### src/rtl/dual_sem_bank.sv
module dual_sem_bank #(
  parameter int N_SEM  = 8,
  parameter int DATA_W = 8,
  localparam int IW    = $clog2(N_SEM)
) (
  input  logic              clk,
  input  logic              rst_n,
  input  logic              a_sel,
  input  logic              a_mem_en,
  input  logic              a_wr,
  input  logic              a_wbit,
  input  logic [IW-1:0]     a_idx,
  output logic [DATA_W-1:0] a_rdata,
  input  logic              b_sel,
  input  logic              b_mem_en,
  input  logic              b_wr,
  input  logic              b_wbit,
  input  logic [IW-1:0]     b_idx,
  output logic [DATA_W-1:0] b_rdata
);

  logic [N_SEM-1:0] own_a, own_b, pend_a, pend_b;
  logic [N_SEM-1:0] nx_own_a, nx_own_b, nx_pend_a, nx_pend_b;

  wire a_go = a_sel & ~a_mem_en;
  wire b_go = b_sel & ~b_mem_en;

  always_comb begin
    nx_own_a  = own_a;
    nx_own_b  = own_b;
    nx_pend_a = pend_a;
    nx_pend_b = pend_b;
    if (a_go && a_wr) begin
      if (!a_wbit) begin
        if (nx_own_b[a_idx]) nx_pend_a[a_idx] = 1'b1;
        else                 nx_own_a[a_idx]  = 1'b1;
      end else begin
        nx_pend_a[a_idx] = 1'b0;
        if (nx_own_a[a_idx]) begin
          nx_own_a[a_idx]  = 1'b0;
          nx_own_b[a_idx]  = nx_pend_b[a_idx];
          nx_pend_b[a_idx] = 1'b0;
        end
      end
    end
    if (b_go && b_wr) begin
      if (!b_wbit) begin
        if (nx_own_a[b_idx]) nx_pend_b[b_idx] = 1'b1;
        else                 nx_own_b[b_idx]  = 1'b1;
      end else begin
        nx_pend_b[b_idx] = 1'b0;
        if (nx_own_b[b_idx]) begin
          nx_own_b[b_idx]  = 1'b0;
          nx_own_a[b_idx]  = nx_pend_a[b_idx];
          nx_pend_a[b_idx] = 1'b0;
        end
      end
    end
  end

  always_ff @(posedge clk) begin
    if (!rst_n) begin
      own_a   <= '0;
      own_b   <= '0;
      pend_a  <= '0;
      pend_b  <= '0;
      a_rdata <= '1;
      b_rdata <= '1;
    end else begin
      own_a  <= nx_own_a;
      own_b  <= nx_own_b;
      pend_a <= nx_pend_a;
      pend_b <= nx_pend_b;
      if (a_go && !a_wr) a_rdata <= {DATA_W{~own_a[a_idx]}};
      if (b_go && !b_wr) b_rdata <= {DATA_W{~own_b[b_idx]}};
    end
  end

endmodule

### config.mk
export PLATFORM = sky130hd
export DESIGN_NAME = dual_sem_bank
export DESIGN_NICKNAME = d
export VERILOG_FILES = /design/src/rtl/dual_sem_bank.sv
export SDC_FILE = /design/constraint.sdc
export NUM_CORES = 1
export LEC_CHECK = 0
export ABC_AREA = 1
export ABC_CLOCK_PERIOD_IN_PS = 2000
export BUFFER_PORTS_ARGS = -buffer_cell sky130_fd_sc_hd__buf_4
export CELL_PAD_IN_SITES_DETAIL_PLACEMENT = 0
export CELL_PAD_IN_SITES_GLOBAL_PLACEMENT = 1
export CORE_MARGIN = 3
export CORE_UTILIZATION = 35
export CTS_BUF_LIST = sky130_fd_sc_hd__clkbuf_8
export DETAILED_ROUTE_END_ITERATION = 10
export PLACE_DENSITY_LB_ADDON = 0.1
export SLEW_MARGIN = 40
export SYNTH_ARGS = -nofsm -noshare
export SYNTH_HDL_FRONTEND = slang
export SYNTH_SLANG_ARGS = --single-unit
### constraint.sdc
create_clock -name clk -period 2 [get_ports clk]
set_input_delay 0.1 -clock clk [delete_from_list [all_inputs] [get_ports clk]]
set_output_delay 0.1 -clock clk [all_outputs]
set_load 0.02 [all_outputs]
==> impl_metrics.py, run 1 <==
metrics = {
    "timing": {
        "period_minus_slack_ps": 1930,
        "period_share_pct": 96.7,
        "hold_viol": 0,
        "relSlewSlack_pct": 61.2,
        "drv_slew": 0,
        "skew_ps": 6.63,
        "fmax_mhz": 517,
        "worst_slack_ps": 65.8,
        "setup-violations-final": 0,
        "tightest_slew_ps": 580,
        "grt_setup_unrepaired": "yes",
    },
    "synth": {
        "avgSynthCellArea_sq_um": 5.60,
        "synthAdderAreaFrac_pct": 0,
        "synth_edf_count": 0,
        "yosys.area_share.simple_pct": 53.8,
        "synth-xor-area-share_pct": 0,
        "synth_nets": 501,
        "synth_warnings": 0,
        "synth_top_family_by_area": "simple AND/OR/NAND/NOR gates",
        "async_flop_share_pct": 0,
        "syn-cell-area_sq_um": 2720,
        "synth-compound-area-share_pct": 6.77,
        "yosysSeqAreaShare_pct": 25.1,
        "postSynthCellCount": 485,
        "synth.area.mux_share_pct": 0,
        "synth_ff_type": "dfxtp_1",
        "synth_seq_cells": 34,
        "synth_cell_type_count": 28,
    },
    "cells_and_area": {
        "diodes": 0,
        "syn_to_final_growth_pct": 32.9,
        "fin_nets": 559,
        "layout_commonest_cell": "nand2_1",
        "drive_above_1_share_pct": 28.7,
        "postLayoutCoreUtil_pct": 49.0,
        "final_cell_mix": "148 x nand2_1, 66 x buf_4, 58 x inv_1, 57 x nand3_1, 55 x nor2_1",
    },
    "worst_setup_path": {
        "r2r_setup_slack_ps": 70,
        "path_class": "flop to flop",
        "slowest_delay_ps": 320,
        "crit_end": "own_b[3]",
        "required_ps": 2230,
        "cp.arrival_ps": 2160,
        "cp_max_fo": 8,
        "crit_chain": "nand2_1 -> nand2_1 -> nand2_1 -> nand2_2 -> nand2_4 -> nand2_8 -> buf_6 -> nand2_2 -> nand2_2 -> nand3_2 -> nand2_2 -> nor2_4 -> nand2_8 -> nand2_4 -> nand3b_1 -> nand2_1",
        "cp_slowest_cell": "dfxtp_2",
        "crit_path_start": "own_a[6]",
        "end_kind": "flop",
        "start_kind": "flop",
        "reg2regPathDepth": 16,
        "r2r_start": "own_a[6]",
        "reg2reg_to": "own_b[3]",
    },
    "clock_tree": {
        "cts_buffers": 5,
        "cts_tree": "built",
        "clock_path_buffers": 2,
        "cts_hold_buffers": 0,
        "cts_sinks": 34,
        "h-tree-depth": 2,
        "clock_latency_ps": 290,
        "cts.clk_slew.worst_paths_ps": 70,
        "cts_root_buf": "clkbuf_8",
    },
    "floorplan": {
        "core_sq_um": 7370,
        "die_area_sq_um": 8850,
        "num_rows": 31,
        "io_pins": 32,
        "initial_core_util_pct": 36.8,
        "dieWidth_um": 94.1,
        "die_y_um": 94.1,
    },
    "grt": {
        "antenna_found_initial": 0,
        "grt_pass1_wl_um": 15000,
        "overflow": 0,
        "grt_pass1_vias": 2938,
        "grt_use_total_pct": 21.9,
        "grt_max_degree": 33,
    },
    "routing": {
        "drc": 0,
        "viasPerCell": 5.04,
        "dr.pass1.iters": 5,
        "route.vias.total": 3235,
        "wl_per_cell_um": 15.3,
        "wirelength_um": 9830,
        "drt_iter0_drc": 231,
        "ant_nets": 0,
    },
    "flow_run": {
        "maxCapViolations": 0,
    },
    "power": {
        "leakage_uw": 0.00188,
        "max-vdd-ir-drop_uv": 190,
        "p_per_area_nw_per_um2": 408,
        "total_power_uw": 1470,
    },
    "place": {
        "dp_slack_ps": -252,
        "io_buffers": 31,
        "dp_hpwl_um": 7300,
        "gp_congestion": 0.894,
    },
    "worst_hold_path": {
        "hp-class": "input pin to flop",
    },
    "run_status": {
        "status": "complete, no violations",
    },
}
registers in the layout (all words and copies together) (netlist names):
name	count
pend_a	8
b_rdata	1
own_a	8
a_rdata	1
own_b	8
pend_b	8
Yosys cell counts (4+ instances only):
master    instances  area share, %
nand2_1         175             24
buf_4            17            4.7
and2_1            4           0.92
nand2_2           9            2.1
o21ai_0           9            1.7
clkbuf_1          4           0.55
o21ai_1           6            1.1
nand3_1          63             12
dfxtp_1          34             25
a21oi_1          10            1.8
nand3b_1         11            3.0
nor2_1           57            7.9
inv_1            58            8.0
nor3_1            6            1.1
worst min-delay path by stage:
stage / slack [ps] / cells after the start / to / startpoint
2_1_floorplan: 240 / 2 / pend_b[0] / rst_n
4_1_cts: 120 / 4 / pend_b[7] / b_wbit
3_5_place_dp: 430 / 4 / pend_b[7] / b_wbit
5_1_grt: 150 / 4 / pend_b[4] / b_wbit
6_report: 120 / 4 / pend_b[7] / b_wbit
3_3_place_gp: 420 / 3 / a_rdata[0] / a_wr
worst max-delay path, delay by kind of cell, from the launching register on:
kind	cells	cell delay, ps
AND/OR/NAND/NOR	15	1410
buffers and inverters	1	130
flip-flops	1	320
layer usage:
metal  GRT usage [%]  wire length [um]  up-vias
met5               0                 0        -
met4            6.02               126        0
met3            2.88               533        9
met2            32.5              4320      108
met1            32.7              4850     1492
li1                -                 -     1626
stage by stage:
stage / hold slack, ps / cells / TNS (ps) / instance area [sq um]
floorplan: 238 / 485 / 0 / 2720
global placement: 425 / 626 / -5910 / 3200
detailed placement: 434 / 626 / -5100 / 3200
CTS: 124 / 635 / 0 / 3290
global route: 145 / 642 / -111 / 3610
finish: 124 / 642 / 0 / 3610
cell type report:
class                      count  area [sq um]
timing repair buffer          72           581
clock inverter                 2          7.51
tap                           99           124
inverter                      60           228
sequential                    34           697
multi-input combinational    370          1900
fill                         812          3760
clock buffer                   5          68.8
power breakdown:
group / leakage, uW / switching, uW / total [uW] / internal (uW)
combinational: 0.00156 / 181 / 293 / 112
clock: 0.0000466 / 263 / 492 / 230
sequential: 0.000281 / 6.20 / 688 / 682
timing repair:
| action | 4_1_cts | 5_1_grt |
|---|---|---|
| setup endpoints to repair | 7 | 32 |
| setup buffers | 2 | 4 |
| resized for setup | 2 | 83 |
| cloned | 0 | 3 |
| pin swaps | 2 | 22 |
cells by family after synthesis:
family / Yosys count
AOI/OAI and AO/OA: 33
and+or+nand+nor: 334
DFF: 34
buffers and inverters: 84
Power figures use the tool's default switching activity.
==> inputs of run 2 (changes only) <==
- ABC_CLOCK_PERIOD_IN_PS: 2000 -> 2300
- PLACE_DENSITY: default -> 0.77
- PLACE_DENSITY_LB_ADDON: 0.1 -> default
- clock period: 2 -> 2.3 ns (I/O delays scaled with it)
==> impl_metrics.py, run 2 (same netlist as run 1, synthesis figures left out) <==
metrics = {
    "place": {
        "dp_slack_ps": -66.0,
        "dp_hpwl_um": 6870,
        "placed_cell_area_sq_um": 2970,
        "io_buffers": 31,
        "gp_congestion": 0.918,
    },
    "timing": {
        "tns_ps": 0,
        "fmax_mhz": 477,
        "drv_slew": 0,
        "period_minus_slack_ps": 2100,
        "grt_setup_unrepaired": "no",
        "whs_ps": 129,
        "period_share_pct": 91.2,
        "relSlewSlack_pct": 63.6,
        "tightest_slew_ps": 544,
        "hold_viol": 0,
        "setup-violations-final": 0,
        "skew_ps": 4.92,
        "worst_slack_ps": 201,
    },
    "worst_setup_path": {
        "worst-path-buf-inv": 1,
        "crit_family": "simple AND/OR/NAND/NOR gates",
        "cp_slowest_cell": "dfxtp_1",
        "path_class": "flop to flop",
        "end_kind": "flop",
        "start_kind": "flop",
        "reg2reg_to": "own_b[1]",
        "reg2regPathDepth": 14,
        "path_common_cell": "nand2_1",
        "r2r_start": "own_b[6]",
        "required_ps": 2490,
        "crit_chain": "inv_1 -> o21ai_1 -> nand2_1 -> nand2_1 -> nand2_2 -> nand2_4 -> nor2_2 -> nand2_1 -> nand3_1 -> o21ai_1 -> nor2_4 -> nand2_2 -> nand3_1 -> nand2_1",
        "slowest_delay_ps": 330,
        "cp_max_fo": 8,
        "cp.arrival_ps": 2290,
        "r2r_setup_slack_ps": 200,
    },
    "flow_run": {
        "maxCapViolations": 0,
    },
    "clock_tree": {
        "cts_hold_buffers": 0,
        "h-tree-depth": 2,
        "clock_latency_ps": 300,
        "cts_root_buf": "clkbuf_8",
        "clock_path_buffers": 2,
        "cts_tree": "built",
        "cts_sinks": 34,
        "cts_buffers": 5,
        "cts.clk_slew.worst_paths_ps": 80,
    },
    "power": {
        "p_per_area_nw_per_um2": 406,
        "leakage_uw": 0.00153,
        "max-vdd-ir-drop_uv": 216,
        "total_power_uw": 1260,
    },
    "routing": {
        "drt_iter0_drc": 189,
        "route.vias.total": 3016,
        "wl_per_cell_um": 14.4,
        "ant_nets": 0,
        "viasPerCell": 4.94,
        "dr.pass1.iters": 5,
        "drc": 0,
        "wirelength_um": 8790,
    },
    "grt": {
        "use_met2_pct": 31.2,
        "antenna_found_initial": 0,
        "grt_use_met3_pct": 3.13,
        "use_met1_pct": 30.8,
        "top_usage_layer": "met2",
        "grt_use_total_pct": 21.1,
        "grt_pass1_wl_um": 14200,
        "overflow": 0,
        "grt_pass1_vias": 2703,
        "grt_max_degree": 34,
    },
    "worst_hold_path": {
        "whs_path_depth": 4,
        "hp-class": "input pin to flop",
        "whs_endpoint": "pend_b[4]",
        "hold_start": "b_wbit",
    },
    "floorplan": {
        "core_sq_um": 7370,
        "io_pins": 32,
        "initial_core_util_pct": 36.8,
        "die_area_sq_um": 8850,
        "die_y_um": 94.1,
        "num_rows": 31,
        "dieWidth_um": 94.1,
    },
    "cells_and_area": {
        "drive_above_1_share_pct": 14.8,
        "final_cell_mix": "172 x nand2_1, 63 x nand3_1, 58 x inv_1, 55 x nor2_1, 44 x buf_4",
        "layout_commonest_cell": "nand2_1",
        "design_area_sq_um": 3110,
        "fin_nets": 528,
        "diodes": 0,
        "fillCellCount": 819,
        "syn_to_final_growth_pct": 14.6,
    },
    "run_status": {
        "status": "complete, no violations",
    },
}
==> run 2: per-layer routing <==
metal  wire length, um  vias up
li1                  -     1559
met2              3820       84
met3               445       14
met4               153        0
met1              4360     1359
met5                 0        -
==> run 2: final cells by class <==
class | instances | area (sq um) | area share [%]
tap | 99 | 124 | 3.98
sequential | 34 | 682 | 21.9
timing repair buffer | 44 | 330 | 10.6
clock inverter | 2 | 10.0 | 0.322
clock buffer | 5 | 68.8 | 2.21
inverter | 60 | 225 | 7.24
multi-input combinational | 367 | 1670 | 53.7
==> run 2: worst register-to-register path: cells and delay by family, from the launching register on <==
family                 cells  cell delay (ps)
and+or+nand+nor           11             1390
DFF                        1              330
AOI/OAI and AO/OA          2              190
buffers and inverters      1              100
==> run 2: how the worst max path moves through the flow <==
| stage | start | endpoint | slack [ps] | depth (start not counted) |
|---|---|---|---|---|
| floorplan | own_b[7] | own_b[6] | 650 | 15 |
| global placement | own_b[6] | own_b[1] | -130 | 14 |
| detailed placement | own_b[6] | own_b[5] | -70 | 14 |
| CTS | own_b[6] | own_b[5] | 20 | 14 |
| global route | own_b[0] | own_a[1] | 10 | 15 |
| finish | own_b[6] | own_b[1] | 200 | 14 |
==> run 2: timing repair <==
action / in CTS / in global routing
buffers inserted: 0 / 5
endpoints found under the setup margin: 8 / 24
pin swaps: 0 / 3
gates resized for setup: 1 / 8
cloned: 0 / 0
==> run 2: power by group <==
part           internal, uW  leakage [uW]  switching, uW  total (uW)
clock network           204     0.0000438            240         444
logic                  79.1       0.00121            141         220
registers               593      0.000275           5.38         598
total                   875       0.00153            387        1260
==> run 2: metrics by stage <==
step                utilization, %  cells
floorplan                        -    485
global placement              40.3    599
detailed placement            40.3    599
CTS                           41.4    606
global route                  42.2    611
finish                        42.2    611
